`config.mk`:
```
export PLATFORM = sky130hd
export DESIGN_NAME = serial_xcvr
export DESIGN_NICKNAME = d
export VERILOG_FILES = /design/src/rtl/serial_xcvr_pkg.sv /design/src/rtl/sx_tx.sv /design/src/rtl/sx_rx.sv /design/src/rtl/serial_xcvr.sv
export SDC_FILE = /design/constraint.sdc
export NUM_CORES = 1
export LEC_CHECK = 0
export BUFFER_PORTS_ARGS = -buffer_cell sky130_fd_sc_hd__clkbuf_2
export CAP_MARGIN = 0
export CELL_PAD_IN_SITES_DETAIL_PLACEMENT = 1
export CELL_PAD_IN_SITES_GLOBAL_PLACEMENT = 1
export CORE_MARGIN = 2
export CORE_UTILIZATION = 41
export CTS_CLUSTER_DIAMETER = 80
export DETAILED_ROUTE_END_ITERATION = 8
export PLACE_DENSITY = 0.84
export SLEW_MARGIN = 15
export SYNTH_ARGS = -nofsm -noshare
export SYNTH_HDL_FRONTEND = slang
export SYNTH_SLANG_ARGS = --single-unit
```
`constraint.sdc`:
```
create_clock -name clk -period 2.15 [get_ports clk]
set_input_delay 0.215 -clock clk [delete_from_list [all_inputs] [get_ports clk]]
set_output_delay 0.215 -clock clk [all_outputs]
set_load 0.01 [all_outputs]
```
`src/rtl/serial_xcvr_pkg.sv`:
```
package serial_xcvr_pkg;

    localparam int CHAR_MAX = 8;

    typedef enum logic [1:0] {
        PAR_NONE  = 2'd0,
        PAR_EVEN  = 2'd1,
        PAR_ODD   = 2'd2,
        PAR_FORCE = 2'd3
    } par_mode_e;

    typedef struct packed {
        logic [1:0] len;
        par_mode_e  par;
        logic       stick;
        logic [1:0] stop;
    } frame_cfg_t;

    // parity bit expected for data whose unused upper bits are zero
    function automatic logic par_expect(input frame_cfg_t c, input logic [CHAR_MAX-1:0] d);
        case (c.par)
            PAR_EVEN: return ^d;
            PAR_ODD:  return ~^d;
            default:  return c.stick;
        endcase
    endfunction

endpackage

```
`src/rtl/sx_tx.sv`:
```
module sx_tx
    import serial_xcvr_pkg::*;
#(
    parameter int OSR = 16
) (
    input  logic                clk,
    input  logic                rst_n,
    input  logic                tick,
    input  frame_cfg_t          cfg,
    input  logic [CHAR_MAX-1:0] data,
    input  logic                valid,
    output logic                ready,
    output logic                txd,
    output logic                busy
);
    localparam int CW = $clog2(2 * OSR);
    localparam logic [CW-1:0] BIT_LAST = CW'(OSR - 1);

    typedef enum logic [2:0] {T_IDLE, T_START, T_DATA, T_PAR, T_STOP} tx_st_e;

    typedef struct packed {
        tx_st_e              st;
        logic [CW-1:0]       cnt;
        logic [2:0]          idx;
        logic [CHAR_MAX-1:0] sh;
        logic                acc;
    } tx_s;

    tx_s q, d;
    logic [CW-1:0] stop_last;
    logic [2:0]    idx_last;
    logic          par_out;

    always_comb begin
        case (cfg.stop)
            2'd0:    stop_last = CW'(OSR - 1);
            2'd1:    stop_last = CW'(OSR + OSR / 2 - 1);
            default: stop_last = CW'(2 * OSR - 1);
        endcase
        idx_last = 3'd4 + {1'b0, cfg.len};
        case (cfg.par)
            PAR_EVEN: par_out = q.acc;
            PAR_ODD:  par_out = ~q.acc;
            default:  par_out = cfg.stick;
        endcase

        d = q;
        if (q.st == T_IDLE) begin
            if (valid) begin
                d.st  = T_START;
                d.cnt = '0;
                d.idx = '0;
                d.sh  = data;
                d.acc = 1'b0;
            end
        end else if (tick) begin
            d.cnt = q.cnt + 1'b1;
            case (q.st)
                T_START: if (q.cnt == BIT_LAST) begin
                    d.cnt = '0;
                    d.st  = T_DATA;
                end
                T_DATA: if (q.cnt == BIT_LAST) begin
                    d.cnt = '0;
                    d.acc = q.acc ^ q.sh[0];
                    d.sh  = q.sh >> 1;
                    d.idx = q.idx + 1'b1;
                    if (q.idx == idx_last)
                        d.st = (cfg.par == PAR_NONE) ? T_STOP : T_PAR;
                end
                T_PAR: if (q.cnt == BIT_LAST) begin
                    d.cnt = '0;
                    d.st  = T_STOP;
                end
                T_STOP: if (q.cnt == stop_last) d.st = T_IDLE;
                default: d.st = T_IDLE;
            endcase
        end
    end

    always_ff @(posedge clk or negedge rst_n) begin
        if (!rst_n) q <= '{st: T_IDLE, cnt: '0, idx: '0, sh: '0, acc: 1'b0};
        else        q <= d;
    end

    always_comb begin
        case (q.st)
            T_START: txd = 1'b0;
            T_DATA:  txd = q.sh[0];
            T_PAR:   txd = par_out;
            default: txd = 1'b1;
        endcase
    end

    assign ready = (q.st == T_IDLE);
    assign busy  = (q.st != T_IDLE);

endmodule

```
`src/rtl/sx_rx.sv`:
```
module sx_rx
    import serial_xcvr_pkg::*;
#(
    parameter int OSR = 16
) (
    input  logic                clk,
    input  logic                rst_n,
    input  logic                tick,
    input  frame_cfg_t          cfg,
    input  logic                rxd,
    input  logic                rd,
    output logic [CHAR_MAX-1:0] data,
    output logic                vld,
    output logic                perr,
    output logic                ferr,
    output logic                brk,
    output logic                ovf,
    output logic                busy
);
    localparam int CW = $clog2(OSR);
    localparam logic [CW-1:0] MID  = CW'(OSR / 2 - 1);
    localparam logic [CW-1:0] LAST = CW'(OSR - 1);

    typedef enum logic [2:0] {R_IDLE, R_START, R_DATA, R_PAR, R_STOP, R_BRK} rx_st_e;

    typedef struct packed {
        logic [1:0]          sync;
        rx_st_e              st;
        logic [CW-1:0]       cnt;
        logic [2:0]          idx;
        logic [CHAR_MAX-1:0] sh;
        logic                psmp;
        logic                zero;
        logic [CHAR_MAX-1:0] data;
        logic                vld;
        logic                perr;
        logic                ferr;
        logic                brk;
        logic                ovf;
    } rx_s;

    rx_s q, d;
    logic       rx_s_line;
    logic [2:0] idx_last;

    assign rx_s_line = q.sync[1];

    always_comb begin
        idx_last = 3'd4 + {1'b0, cfg.len};
        d = q;
        d.sync = {q.sync[0], rxd};
        if (rd) begin
            d.vld = 1'b0;
            d.ovf = 1'b0;
        end
        if (tick) begin
            case (q.st)
                R_IDLE: if (!rx_s_line) begin
                    d.st  = R_START;
                    d.cnt = '0;
                end
                R_START: begin
                    d.cnt = q.cnt + 1'b1;
                    if (q.cnt == MID && rx_s_line) d.st = R_IDLE;
                    else if (q.cnt == LAST) begin
                        d.st   = R_DATA;
                        d.cnt  = '0;
                        d.idx  = '0;
                        d.sh   = '0;
                        d.zero = 1'b1;
                    end
                end
                R_DATA: begin
                    d.cnt = q.cnt + 1'b1;
                    if (q.cnt == MID) begin
                        d.sh[q.idx] = rx_s_line;
                        if (rx_s_line) d.zero = 1'b0;
                    end
                    if (q.cnt == LAST) begin
                        d.cnt = '0;
                        d.idx = q.idx + 1'b1;
                        if (q.idx == idx_last)
                            d.st = (cfg.par == PAR_NONE) ? R_STOP : R_PAR;
                    end
                end
                R_PAR: begin
                    d.cnt = q.cnt + 1'b1;
                    if (q.cnt == MID) begin
                        d.psmp = rx_s_line;
                        if (rx_s_line) d.zero = 1'b0;
                    end
                    if (q.cnt == LAST) begin
                        d.cnt = '0;
                        d.st  = R_STOP;
                    end
                end
                R_STOP: begin
                    d.cnt = q.cnt + 1'b1;
                    if (q.cnt == MID) begin
                        d.st = (!rx_s_line && q.zero) ? R_BRK : R_IDLE;
                        if (q.vld && !rd) begin
                            d.ovf = 1'b1;
                        end else begin
                            d.vld  = 1'b1;
                            d.data = q.sh;
                            d.perr = (cfg.par != PAR_NONE) && (q.psmp != par_expect(cfg, q.sh));
                            d.ferr = !rx_s_line;
                            d.brk  = !rx_s_line && q.zero;
                        end
                    end
                end
                R_BRK: if (rx_s_line) d.st = R_IDLE;
                default: d.st = R_IDLE;
            endcase
        end
    end

    always_ff @(posedge clk or negedge rst_n) begin
        if (!rst_n)
            q <= '{sync: 2'b11, st: R_IDLE, cnt: '0, idx: '0, sh: '0, psmp: 1'b0,
                   zero: 1'b0, data: '0, vld: 1'b0, perr: 1'b0, ferr: 1'b0,
                   brk: 1'b0, ovf: 1'b0};
        else
            q <= d;
    end

    assign data = q.data;
    assign vld  = q.vld;
    assign perr = q.perr;
    assign ferr = q.ferr;
    assign brk  = q.brk;
    assign ovf  = q.ovf;
    assign busy = (q.st != R_IDLE);

endmodule

```
`src/rtl/serial_xcvr.sv`:
```
module serial_xcvr
    import serial_xcvr_pkg::*;
#(
    parameter int OSR = 16
) (
    input  logic       clk,
    input  logic       rst_n,
    input  logic       tick16,
    input  logic [1:0] cfg_len,
    input  logic [1:0] cfg_par,
    input  logic       cfg_stick,
    input  logic [1:0] cfg_stop,
    input  logic [7:0] tx_data,
    input  logic       tx_valid,
    output logic       tx_ready,
    output logic       txd,
    input  logic       rxd,
    output logic [7:0] rx_data,
    output logic       rx_valid,
    input  logic       rx_read,
    output logic       rx_perr,
    output logic       rx_ferr,
    output logic       rx_brk,
    output logic       rx_ovf
);
    typedef struct packed {
        frame_cfg_t cfg;
    } top_s;

    top_s q, d;
    logic tx_busy, rx_busy;

    always_comb begin
        d = q;
        if (!tx_busy && !rx_busy) begin
            d.cfg.len   = cfg_len;
            d.cfg.par   = par_mode_e'(cfg_par);
            d.cfg.stick = cfg_stick;
            d.cfg.stop  = cfg_stop;
        end
    end

    always_ff @(posedge clk or negedge rst_n) begin
        if (!rst_n) q <= '{cfg: '{len: 2'd3, par: PAR_NONE, stick: 1'b0, stop: 2'd0}};
        else        q <= d;
    end

    sx_tx #(.OSR(OSR)) u_tx (
        .clk   (clk),
        .rst_n (rst_n),
        .tick  (tick16),
        .cfg   (q.cfg),
        .data  (tx_data),
        .valid (tx_valid),
        .ready (tx_ready),
        .txd   (txd),
        .busy  (tx_busy)
    );

    sx_rx #(.OSR(OSR)) u_rx (
        .clk   (clk),
        .rst_n (rst_n),
        .tick  (tick16),
        .cfg   (q.cfg),
        .rxd   (rxd),
        .rd    (rx_read),
        .data  (rx_data),
        .vld   (rx_valid),
        .perr  (rx_perr),
        .ferr  (rx_ferr),
        .brk   (rx_brk),
        .ovf   (rx_ovf),
        .busy  (rx_busy)
    );

endmodule

```
Word level (Yosys, flattened, before mapping). Index checks and enable logic that the tools add are counted.

$add $sub $neg: 5. Order comparisons: 2. Equality and inequality tests: 36. Multiplexer cells: 50. Bitwise gates (word level): 3. Reductions and logical operators: 35.

Operators by type and width (number): $mux W20 (4); $mux W3 (8); $mux W8 (3); $pmux W11 S2 (1); $pmux W4 S5 (1); $mux W18 (1); $pmux W3 S6 (1); $ne A2 B1 Y1 const B (8); $mux W15 (1); $mux W5 (3); $ne A3 B2 Y1 const B (5); $pmux W5 S3 (1); $mux W7 (2); $mux W1 (13); $eq A3 B2 Y1 const B (4); $mux W12 (1); $pmux W3 S4 (1); $mux W10 (1); $pmux W5 S2 (1); $reduce_and A5 Y1 (2); $reduce_bool A2 Y1 (5); $eq A3 B3 Y1 const B (3); $reduce_bool A3 Y1 (3); $bwmux W8 (1); 36 further kinds (57).

Flip-flop bits (word level): 62. Input port bits: 21. Output and inout bits: 15.

Logic depth before layout (Yosys ltp). Gate-level depths: netlist (run 1).

Depth after elaboration: 12. Gate-level depth with buffers: 9. Depth with buffers taken out: 8.

Hierarchy. From an unflattened synthesis (run 1), not the netlist that was laid out.

Cells, all modules: 369. Area total of the unflattened synthesis: 3529.6 um^2.

By module, submodules not included: sx_rx (times used 1, cells an instance 214, area an instance 1990.7 um^2); sx_tx (times used 1, cells an instance 140, area an instance 1271.2 um^2); serial_xcvr (times used 1, cells an instance 15, area an instance 267.8 um^2).

Worst setup path before layout (run 1). No wires, ideal clock.

Path kind: register -> register. Start: register u_tx.q[12] (netlist bit). End: register u_tx.q[19] (netlist bit). Setup time: 0.128 ns. Arrival: 1.898 ns. Setup slack: 0.124 ns. Stages on the path, launching flop included: 9. Path buffers: 0. Period minus slack after synthesis: 2.026 ns. Cells stage by stage: dfrtp_1 -> ha_1 -> and3_1 -> ha_1 -> a311oi_1 -> a21oi_1 -> o22a_1 -> o21ai_1 -> mux2_1.

Word-level cells in the longest chain between the ends: 3.

Ends and longest elaborated chain: start: declaration (RTL line sx_tx.sv:29) `tx_s q, d;`; start signal: assignment (RTL line sx_tx.sv:82) `if (!rst_n) q <= '{st: T_IDLE, cnt: '0, idx: '0, sh: '0, acc: 1'b0};`; $eq A5 B4 Y1 / $eq A5 B5 Y1 (equally long branches); $ne A3 B2 Y1 (no source line); $reduce_and A7 Y1 (no source line) (*).

Mark *: on every way between the ends. The rest lies on a longest branch, timed or not. A chain may end at the register's enable or synchronous reset.

Worst setup path in the final report (run 1). Same ends and word-level chain as after synthesis.

==> flow_metrics.env, run 1 <==
export IMPL_syn_num_nets=382
export IMPL_dr_pass1_iters=4
export IMPL_vias=2776
export IMPL_core_um2=8130
export IMPL_ant_nets=0
export IMPL_crit_chain="ha_2, and3_4, ha_2, a311oi_2, a21oi_1, o22a_1, o21ai_1, mux2_1"
export IMPL_cp_top_family="compound AO/OA/AOI/OAI gates"
export IMPL_die_area_um2=9010
export IMPL_ys_warn_count=0
export IMPL_wirelength_um=8380
export IMPL_cp_end_kind="flip-flop"
export IMPL_stdcell_count=507
export IMPL_required_ns=2.37
export IMPL_path_common_cell="ha_2"
export IMPL_yosys_area_top_type="dfrtp_1"
export IMPL_wire_per_inst_um=16.5
export IMPL_num_io_pins=36
export IMPL_regToRegEndpoint="u_tx.q[19]$_DFFE_PN0P_"
export IMPL_slew_violations=0
export IMPL_synth_edf_count=0
export IMPL_reg2reg_from="u_tx.q[12]$_DFFE_PN0P_"
export IMPL_crit_type="reg -> reg"
export IMPL_place_ws_ns=-0.0736
export IMPL_hold_ws_ns=0.0276
export IMPL_worstHoldPathCells=2
export IMPL_yosysSeqAreaShare=0.459
export IMPL_ctsRootBufferMaster="clkbuf_8"
export IMPL_worstHoldStart="rx_read"
export IMPL_cts_buffer_depth=2
export IMPL_syn_inst=351
export IMPL_gp_congestion=0.846
export IMPL_clock_latency_ns=0.35
export IMPL_die_y_um=94.9
export IMPL_dp_hpwl_um=6010
export IMPL_final_cell_mix="58 x dfrtp_1, 45 x nand2_1, 35 x o21ai_0, 35 x clkbuf_2, 28 x nor2_1"
export IMPL_grt_pass1_wl_um=13700
export IMPL_row_count=33
export IMPL_layout_nets=428
export IMPL_finalCritPeriodShare=0.978
export IMPL_final_common_cell="dfrtp_1"
export IMPL_startpoint_type="flip-flop"
export IMPL_synth_top_area_frac=0.428
export IMPL_antenna_found_initial=0
export IMPL_p_leak_nw=1.83
export IMPL_area_delta_synth_final_pct=17.0
export IMPL_synth_area_leaders="dfrtp_1 43%, o21ai_0 5.3%, nand2_1 5.0%, mux2_2 4.3%, ha_1 3.7%"
export IMPL_track_usage=0.198
export IMPL_finalClockSkew_ns=0.00702
export IMPL_worstPathArrival_ns=2.33
export IMPL_synth_cell_types=57
export IMPL_max_cap_violations=0
export IMPL_power_density_nw_per_um2=1050
export IMPL_synth_area_per_cell_um2=9.66
export IMPL_grt_max_degree=29
export IMPL_drt_iter0_drc=115
export IMPL_slowest_delay_ns=0.41
export IMPL_viasPerCell=5.48
export IMPL_path_max_fanout=4
export IMPL_cts_tree="done"
export IMPL_post_route_min_period_ns=2.10
export IMPL_clk_pin_slew_ns=0.07
export IMPL_hold_end="u_rx.ovf$_DFF_PN0_"
export IMPL_die_w_um=94.9
export IMPL_max_freq_ghz=0.475
export IMPL_ir_drop_v=0.000700
export IMPL_initial_core_util=0.417
export IMPL_outcome="complete, no violations"
export IMPL_hold_violations=0
export IMPL_maxSlewHeadroom=0.572
export IMPL_syn_area_um2=3390
export IMPL_rrSetupSlack_ns=0.05
export IMPL_htreeDepth=3
export IMPL_overflow=0
export IMPL_hp_class="in -> reg"
export IMPL_drive_gt1_frac=0.269
export IMPL_grt_pass1_vias=2855
export IMPL_synthFlopType="dfrtp_1"
export IMPL_cts_buffers=9
export IMPL_portBuffers=35
export IMPL_fin_ws_ns=0.0463
export IMPL_tightestPinTransition_ns=0.642
export IMPL_yosys_register_bits=62
export IMPL_n_antenna_cell=0
export IMPL_cts_sinks=62
export IMPL_finalSetupViolCount=0
export IMPL_path_buf_inv=0
export IMPL_drc=0
export IMPL_async_reset_ff_frac=1.00
export IMPL_rr_worst_depth=8
export IMPL_crit_slowest_cell="dfrtp_1"
export IMPL_placed_cells=486
export IMPL_crit_path_start="u_tx.q[12]$_DFFE_PN0P_"
-- cell type report --
cell class | count | area, um2
sequential | 62 | 1560
fill | 944 | 4170
timing repair buffer | 58 | 365
clock buffer | 12 | 145
inverter | 15 | 56.3
tap | 105 | 131
multi-input combinational | 251 | 1690
clock inverter | 4 | 22.5
-- how the worst max path moves through the flow --
stage	to	cells after the start
final	u_tx.q[19]$_DFFE_PN0P_	8
after floorplan	u_tx.q[19]$_DFFE_PN0P_	8
after global placement	u_tx.q[19]$_DFFE_PN0P_	8
after CTS	txd	6
after detailed placement	u_tx.q[19]$_DFFE_PN0P_	8
after global routing	txd	6
-- synth_stat cells (all sizes together), types with 2 or more instances --
library cell  instances
a211oi                4
nor2b                 2
mux2i                 5
nand2b                4
nor3                  7
nor2                 31
nand2                47
inv                  15
mux2                 18
dfstp                 4
a2111oi               2
clkbuf                6
a31oi                 6
a21oi                11
and3                  3
a22oi                 5
o21ai                41
xnor2                10
xor2                  4
o31ai                 6
or3                   3
dfrtp                58
nand3                11
buf                  17
a22o                  3
ha                   10
-- timing repair --
item | in CTS | in global routing
endpoints found under the setup margin | 2 | 7
hold endpoints to repair | 20 | 0
hold buffers | 2 | 0
buffers inserted | 1 | 2
resized for setup | 5 | 9
pin swaps | 2 | 4
-- registers in the layout, summed over array words and instances, names as in the netlist --
name	count
u_tx.q	20
u_rx.ferr	1
q	7
u_rx.ovf	1
u_rx.brk	1
u_rx.data	8
u_rx.perr	1
u_rx.q	21
u_rx.d	1
u_rx.vld	1
-- cells by family after synthesis --
| group | after synthesis | share of synthesized area |
|---|---|---|
| AOI/OAI and AO/OA | 86 | 0.162 |
| xor gates and xnor gates | 14 | 0.0362 |
| adders and majority gates | 11 | 0.0399 |
| buffers and inverters | 38 | 0.0587 |
| DFF | 62 | 0.459 |
| muxes | 23 | 0.0746 |
| and+or+nand+nor | 117 | 0.170 |
-- through the flow --
stage | power (mW) | TNS (ns) | cell area [um2] | util
floorplan | 2.65 | 0 | 3390 | -
detailed placement | 3.09 | -0.0736 | 3700 | 0.455
CTS | 4.08 | 0 | 3910 | 0.481
finish | 4.17 | 0 | 3970 | 0.487
global placement | 2.98 | 0 | 3700 | 0.455
global route | 4.44 | -0.0738 | 3970 | 0.487
-- where the power goes --
group | leakage (nW) | switching, mW | internal (mW) | total [mW]
clock network | 0.0861 | 0.467 | 0.444 | 0.911
logic | 0.933 | 0.875 | 0.682 | 1.56
registers | 0.813 | 0.260 | 1.44 | 1.70
total | 1.83 | 1.60 | 2.57 | 4.17
-- per-layer routing --
| metal | global-route usage | wire [um] |
|---|---|---|
| met1 | 0.248 | 3680 |
| met2 | 0.333 | 4240 |
| met3 | 0.0407 | 313 |
| met4 | 0.0845 | 157 |
| met5 | 0 | 0 |
No activity file was read; power rests on OpenSTA's default activity.
==> inputs of run 2 (changes only) <==
--- a/config.mk
+++ b/config.mk
@@ -7,10 +7,8 @@
 export LEC_CHECK = 0
 export BUFFER_PORTS_ARGS = -buffer_cell sky130_fd_sc_hd__clkbuf_2
 export CAP_MARGIN = 0
-export CELL_PAD_IN_SITES_DETAIL_PLACEMENT = 1
-export CELL_PAD_IN_SITES_GLOBAL_PLACEMENT = 1
 export CORE_MARGIN = 2
-export CORE_UTILIZATION = 41
+export CORE_UTILIZATION = 53
 export CTS_CLUSTER_DIAMETER = 80
 export DETAILED_ROUTE_END_ITERATION = 8
 export PLACE_DENSITY = 0.84
==> run 2 against run 1 <==
Compared with the run above: core utilization is 15 points higher; critical path type is now reg -> out; register-to-register slack improved by 0.03 ns; non-clock buffer count did not move.
==> flow_metrics.env, run 2 (synthesized netlist as in run 1, its figures left out) <==
export IMPL_cts_buffers=9
export IMPL_largest_register="u_rx.q"
export IMPL_startpoint_type="flip-flop"
export IMPL_gp_congestion=0.878
export IMPL_portBuffers=35
export IMPL_viasPerCell=5.78
export IMPL_drc=0
export IMPL_ant_nets=0
export IMPL_max_cap_violations=0
export IMPL_area_delta_synth_final_pct=18.7
export IMPL_drive_gt1_frac=0.271
export IMPL_final_common_cell="dfrtp_1"
export IMPL_die_y_um=84.0
export IMPL_maxSlewHeadroom=0.571
export IMPL_hold_violations=0
export IMPL_row_count=29
export IMPL_vias=2770
export IMPL_max_freq_ghz=0.478
export IMPL_worstPathArrival_ns=1.88
export IMPL_ir_drop_v=0.000874
export IMPL_power_density_nw_per_um2=1130
export IMPL_die_w_um=84.0
export IMPL_stdcell_count=479
export IMPL_dp_hpwl_um=5030
export IMPL_hp_class="in -> reg"
export IMPL_drt_iter0_drc=217
export IMPL_core_um2=6280
export IMPL_fin_util=0.641
export IMPL_grt_max_degree=39
export IMPL_crit_type="reg -> out"
export IMPL_largest_reg_flops=21
export IMPL_finalCritPeriodShare=0.973
export IMPL_rrSetupSlack_ns=0.08
export IMPL_grt_pass1_wl_um=12000
export IMPL_finalSetupViolCount=0
export IMPL_final_cell_mix="58 x dfrtp_1, 45 x nand2_1, 35 x o21ai_0"
export IMPL_die_area_um2=7050
export IMPL_ctsRootBufferMaster="clkbuf_8"
export IMPL_cts_buffer_depth=2
export IMPL_wire_per_inst_um=14.8
export IMPL_dr_pass1_iters=5
export IMPL_htreeDepth=3
export IMPL_clock_latency_ns=0.35
export IMPL_grt_setup_unrepaired="true"
export IMPL_grt_pass1_vias=2702
export IMPL_wirelength_um=7090
export IMPL_post_route_min_period_ns=2.09
export IMPL_slew_violations=0
export IMPL_overflow=0
export IMPL_place_ws_ns=-0.0149
export IMPL_layout_nets=428
export IMPL_fin_ws_ns=0.0576
export IMPL_placed_cells=459
export IMPL_track_usage=0.215
export IMPL_finalClockSkew_ns=0.00896
export IMPL_p_leak_nw=1.89
export IMPL_cts_sinks=62
export IMPL_clk_pin_slew_ns=0.07
export IMPL_hold_ws_ns=0.0258
export IMPL_cts_tree="done"
export IMPL_tightestPinTransition_ns=0.644
export IMPL_n_antenna_cell=0
export IMPL_total_power_mw=4.57
export IMPL_crit_chain="buf_4, ha_1, mux2i_1, a2111oi_2, or3_1, buf_6"
export IMPL_crit_slowest_cell="dfrtp_1"
export IMPL_num_io_pins=36
export IMPL_antenna_found_initial=0
export IMPL_cp_end_kind="primary output"
export IMPL_required_ns=1.93
export IMPL_path_max_fanout=3
export IMPL_initial_core_util=0.540
export IMPL_slowest_delay_ns=0.40
export IMPL_outcome="complete, no violations"
## run 2: changes by cell type in the layout (fill, tap and decap cells not counted), moves of 2 or more
| cell | change |
|---|---|
| clkbuf_1 | -2 |
| ha_2 | -2 |
| clkinv_2 | -2 |
| bufinv_16 | +4 |
## run 2: final timing paths
check | from | end | depth (start not counted)
max | q[4]$_DFFE_PN0P_ | txd | 6
min | rx_read | u_rx.ovf$_DFF_PN0_ | 2
max reg2reg | u_tx.q[12]$_DFFE_PN0P_ | u_tx.q[19]$_DFFE_PN0P_ | 8
min reg2reg | u_rx.d[34]$_DFF_PN1_ | u_rx.q[34]$_DFF_PN1_ | 0
max in group asynchronous | rst_n | q[5]$_DFFE_PN1P_ | 3
min in group asynchronous | rst_n | u_rx.data[1]$_DFFE_PN0P_ | 2
## run 2: per-layer routing
layer	vias to the layer above	GRT usage	wire [um]
li1	1318	-	-
met1	1329	0.262	3050
met2	108	0.353	3500
met3	15	0.0811	440
met4	0	0.0704	104
met5	-	0	0
## run 2: critical path: cells and delay by family (launching register included)
family,cells,cell delay (ns)
compound gates,1,0.11
flops,1,0.40
simple gates,1,0.36
buf+inv,2,0.29
fa+ha+maj,1,0.19
mux,1,0.18
## run 2: what timing repair did
action	in CTS	in global routing
resized for setup	4	9
pin swaps	0	4
setup buffers	0	2
hold buffers	2	0
endpoints found under the hold margin	23	0
setup endpoints to repair	2	4
## run 2: power breakdown
group | switching [mW] | total (mW) | internal [mW]
Clock | 0.458 | 1.37 | 0.916
Combinational | 0.819 | 1.51 | 0.687
Sequential | 0.246 | 1.69 | 1.44
Total | 1.52 | 4.57 | 3.04
## run 2: stage by stage
stage                     setup TNS (ns)  area, um2
after floorplan                        0       3390
after global routing             -0.0294       4020
after CTS                              0       3980
final                                  0       4020
after global placement                 0       3670
after detailed placement         -0.0149       3670
## run 2: final cells by class
type                            instances  area (um2)
Timing Repair Buffer                   58         372
Sequential cell                        62        1560
Tap cell                               77        96.3
Clock inverter                          6         133
Multi-Input combinational cell        251        1670
Clock buffer                           10         138
Inverter                               15        56.3
Fill cell                             492        2250
==> inputs of run 3 (changes only) <==
--- a/config.mk
+++ b/config.mk
@@ -11,8 +11,10 @@
 export CORE_UTILIZATION = 53
 export CTS_CLUSTER_DIAMETER = 80
 export DETAILED_ROUTE_END_ITERATION = 8
+export MAX_ROUTING_LAYER = met4
 export PLACE_DENSITY = 0.84
 export SLEW_MARGIN = 15
 export SYNTH_ARGS = -nofsm -noshare
 export SYNTH_HDL_FRONTEND = slang
+export SYNTH_HIERARCHICAL = 1
 export SYNTH_SLANG_ARGS = --single-unit
==> run 3 against run 2 <==
Compared with the run above: setup slack improved by 0.083 ns; synthesized cell count increased by 5.1%; via count up 2.3%; power down 13%; non-clock buffer count is 11 lower; area after synthesis up 4.1%; sequential share of layout area increased by 0.38 points; critical path type unchanged; highest routed layer unchanged.
==> flow_metrics.env, run 3 <==
export IMPL_yosysSeqAreaShare=0.441
export IMPL_track_usage=0.218
export IMPL_seq_area_um2=1560
export IMPL_grt_pass1_wl_um=12300
export IMPL_postCtsSetupBuffers=0
export IMPL_largest_register="u_rx/q"
export IMPL_slew_violations=0
export IMPL_core_um2=6390
export IMPL_clk_pin_slew_ns=0.07
export IMPL_dr_pass1_iters=5
export IMPL_synth_cell_types=59
export IMPL_cts_tree="done"
export IMPL_synth_edf_count=0
export IMPL_max_cap_violations=0
export IMPL_hold_violations=0
export IMPL_row_count=29
export IMPL_htreeDepth=3
export IMPL_post_route_min_period_ns=2.01
export IMPL_highest_layer="met4"
export IMPL_cp_end_kind="primary output"
export IMPL_maxSlewHeadroom=0.591
export IMPL_die_y_um=85.6
export IMPL_finalCritPeriodShare=0.935
export IMPL_syn_area_um2=3530
export IMPL_final_common_cell="dfrtp_1"
export IMPL_final_cell_mix="57 x dfrtp_1, 41 x nand2_1, 35 x clkbuf_2"
export IMPL_synth_area_per_cell_um2=9.57
export IMPL_path_buf_inv=2
export IMPL_initial_core_util=0.553
export IMPL_crit_cells=6
export IMPL_drive_gt1_frac=0.247
export IMPL_ctsRootBufferMaster="clkbuf_8"
export IMPL_wl_met2_um=3610
export IMPL_largest_reg_flops=21
export IMPL_area_delta_synth_final_pct=13.0
export IMPL_yosys_area_top_type="dfrtp_1"
export IMPL_layout_nets=437
export IMPL_die_w_um=85.6
export IMPL_viasPerCell=5.83
export IMPL_crit_chain="inv_1, ha_1, nor2_1, a21oi_1, a311o_1, clkbuf_2"
export IMPL_fin_util=0.624
export IMPL_regToRegEndpoint="u_rx/perr$_DFFE_PN0P_"
export IMPL_crit_type="reg -> out"
export IMPL_total_power_mw=3.95
export IMPL_crit_slowest_cell="dfrtp_1"
export IMPL_finalClockSkew_ns=0.00987
export IMPL_max_freq_ghz=0.498
export IMPL_yosys_register_bits=62
export IMPL_portBuffers=35
export IMPL_grt_setup_unrepaired="false"
export IMPL_clock_latency_ns=0.35
export IMPL_cts_buffer_depth=2
export IMPL_placed_area_um2=3740
export IMPL_synthSimpleGateAreaFrac=0.183
export IMPL_synth_top_family_by_area="simple AND/OR/NAND/NOR gates"
export IMPL_n_antenna_cell=0
export IMPL_crit_path_start="q[4]$_DFFE_PN0P_"
export IMPL_synth_most_common_cell="dfrtp_1"
export IMPL_synth_area_leaders="dfrtp_1 41%, mux2_2 5.7%, o21ai_0 4.4%, nand2_1 4.4%, ha_1 4.3%"
export IMPL_fin_ws_ns=0.141
export IMPL_reg2reg_from="u_rx/q[26]$_DFFE_PN0P_"
export IMPL_hold_ws_ns=0.0285
export IMPL_startpoint_type="flip-flop"
export IMPL_fin_tns_setup_ns=0
export IMPL_num_io_pins=36
export IMPL_synthTopCellsByCount="58 x dfrtp_1, 41 x nand2_1, 31 x o21ai_0, 28 x nor2_1, 19 x nand3_1"
export IMPL_synth_compound_area_share=0.173
export IMPL_ir_drop_v=0.000646
export IMPL_required_ns=1.93
export IMPL_wirelength_um=7290
export IMPL_cts_sinks=62
export IMPL_placed_cells=468
export IMPL_synthXorXnorAreaFrac=0.0347
export IMPL_power_density_nw_per_um2=992
export IMPL_cp_top_family="flip-flops"
export IMPL_overflow=0
export IMPL_gp_congestion=0.936
export IMPL_outcome="complete, no violations"
export IMPL_synth_top_area_frac=0.411
export IMPL_yosys_mux_area_fraction=0.0659
export IMPL_wire_per_inst_um=15.0
export IMPL_grt_pass1_vias=2700
export IMPL_rrSetupSlack_ns=0.18
export IMPL_synthFlopType="dfrtp_1"
export IMPL_async_reset_ff_frac=1.00
export IMPL_syn_num_nets=402
export IMPL_drt_iter0_drc=185
export IMPL_multi_input_area_um2=1760
export IMPL_ant_nets=0
export IMPL_final_area_um2=3990
export IMPL_place_ws_ns=0.208
export IMPL_endpoint="txd"
export IMPL_stdcell_count=486
export IMPL_path_max_fanout=5
export IMPL_route_met3_wl_um=206
export IMPL_hp_class="in -> reg"
export IMPL_slowest_delay_ns=0.42
export IMPL_dp_hpwl_um=5140
export IMPL_antenna_found_initial=0
export IMPL_wl_met1_um=3310
export IMPL_worstPathArrival_ns=1.79
export IMPL_fillCellCount=510
export IMPL_cts_buffers=9
export IMPL_syn_inst=369
export IMPL_vias=2835
export IMPL_rr_worst_depth=7
export IMPL_ys_warn_count=6
export IMPL_drc=0
export IMPL_synth_fa_ha_area_frac=0.0425
export IMPL_p_leak_nw=1.80
export IMPL_grt_max_degree=40
export IMPL_tightestPinTransition_ns=0.614
export IMPL_die_area_um2=7330
export IMPL_finalSetupViolCount=0
## run 3: changes by cell type after synthesis, moves of 4 or more
cell,delta
a211oi_1,-4
a22oi_1,-5
nand3_1,+9
a32o_1,+4
o21ai_0,-5
a31oi_1,+4
mux2_2,+5
nand2b_1,+7
mux2_1,-5
nand2_1,-4
## run 3: repair_timing
item                       in CTS  in global routing
hold buffers                    2                  0
setup endpoints to repair       0                  1
hold endpoints to repair       22                  0
gates resized for setup         0                  1
## run 3: power breakdown
part	switching, mW	leakage [nW]	internal, mW
logic	0.635	0.879	0.502
clock network	0.467	0.109	0.655
registers	0.291	0.811	1.40
total	1.39	1.80	2.56
## run 3: worst min-delay path by stage
stage          depth (start not counted)                  to     from
3_5_place_dp                           1  u_rx/ovf$_DFF_PN0_    rst_n
6_report                               2  u_rx/ovf$_DFF_PN0_  rx_read
2_1_floorplan                          0    q[0]$_DFFE_PN0P_    rst_n
3_3_place_gp                           1  u_rx/vld$_DFF_PN0_    rst_n
4_1_cts                                2  u_rx/ovf$_DFF_PN0_  rx_read
5_1_grt                                2  u_rx/ovf$_DFF_PN0_  rx_read
## run 3: kinds of logic (layout without fill, tap and decap cells)
kind of cell,count (synthesis),in the layout
xor+xnor,14,14
compound gates,92,92
buf+inv,41,81
simple gates,127,127
flops,62,62
fa+ha+maj,12,12
mux,21,21
## run 3: final cells by class
class | count | area share
Clock buffer | 9 | 0.0311
Tap cell | 77 | 0.0242
Clock inverter | 7 | 0.0248
Inverter | 18 | 0.0169
Sequential cell | 62 | 0.391
Timing Repair Buffer | 47 | 0.0709
Multi-Input combinational cell | 266 | 0.441
## run 3: layer usage
| layer | track usage | vias up |
|---|---|---|
| met5 | - | - |
| met1 | 0.270 | 1382 |
| met4 | 0.104 | 0 |
| met2 | 0.344 | 63 |
| li1 | - | 1376 |
| met3 | 0.0423 | 14 |
## run 3: worst register-to-register path: cells and delay by family, from the launching register on
| kind | cells | cell delay (ns) |
|---|---|---|
| DFF | 1 | 0.42 |
| and+or+nand+nor | 5 | 1.13 |
| adders and majority gates | 1 | 0.26 |
| AOI/OAI and AO/OA | 1 | 0.09 |
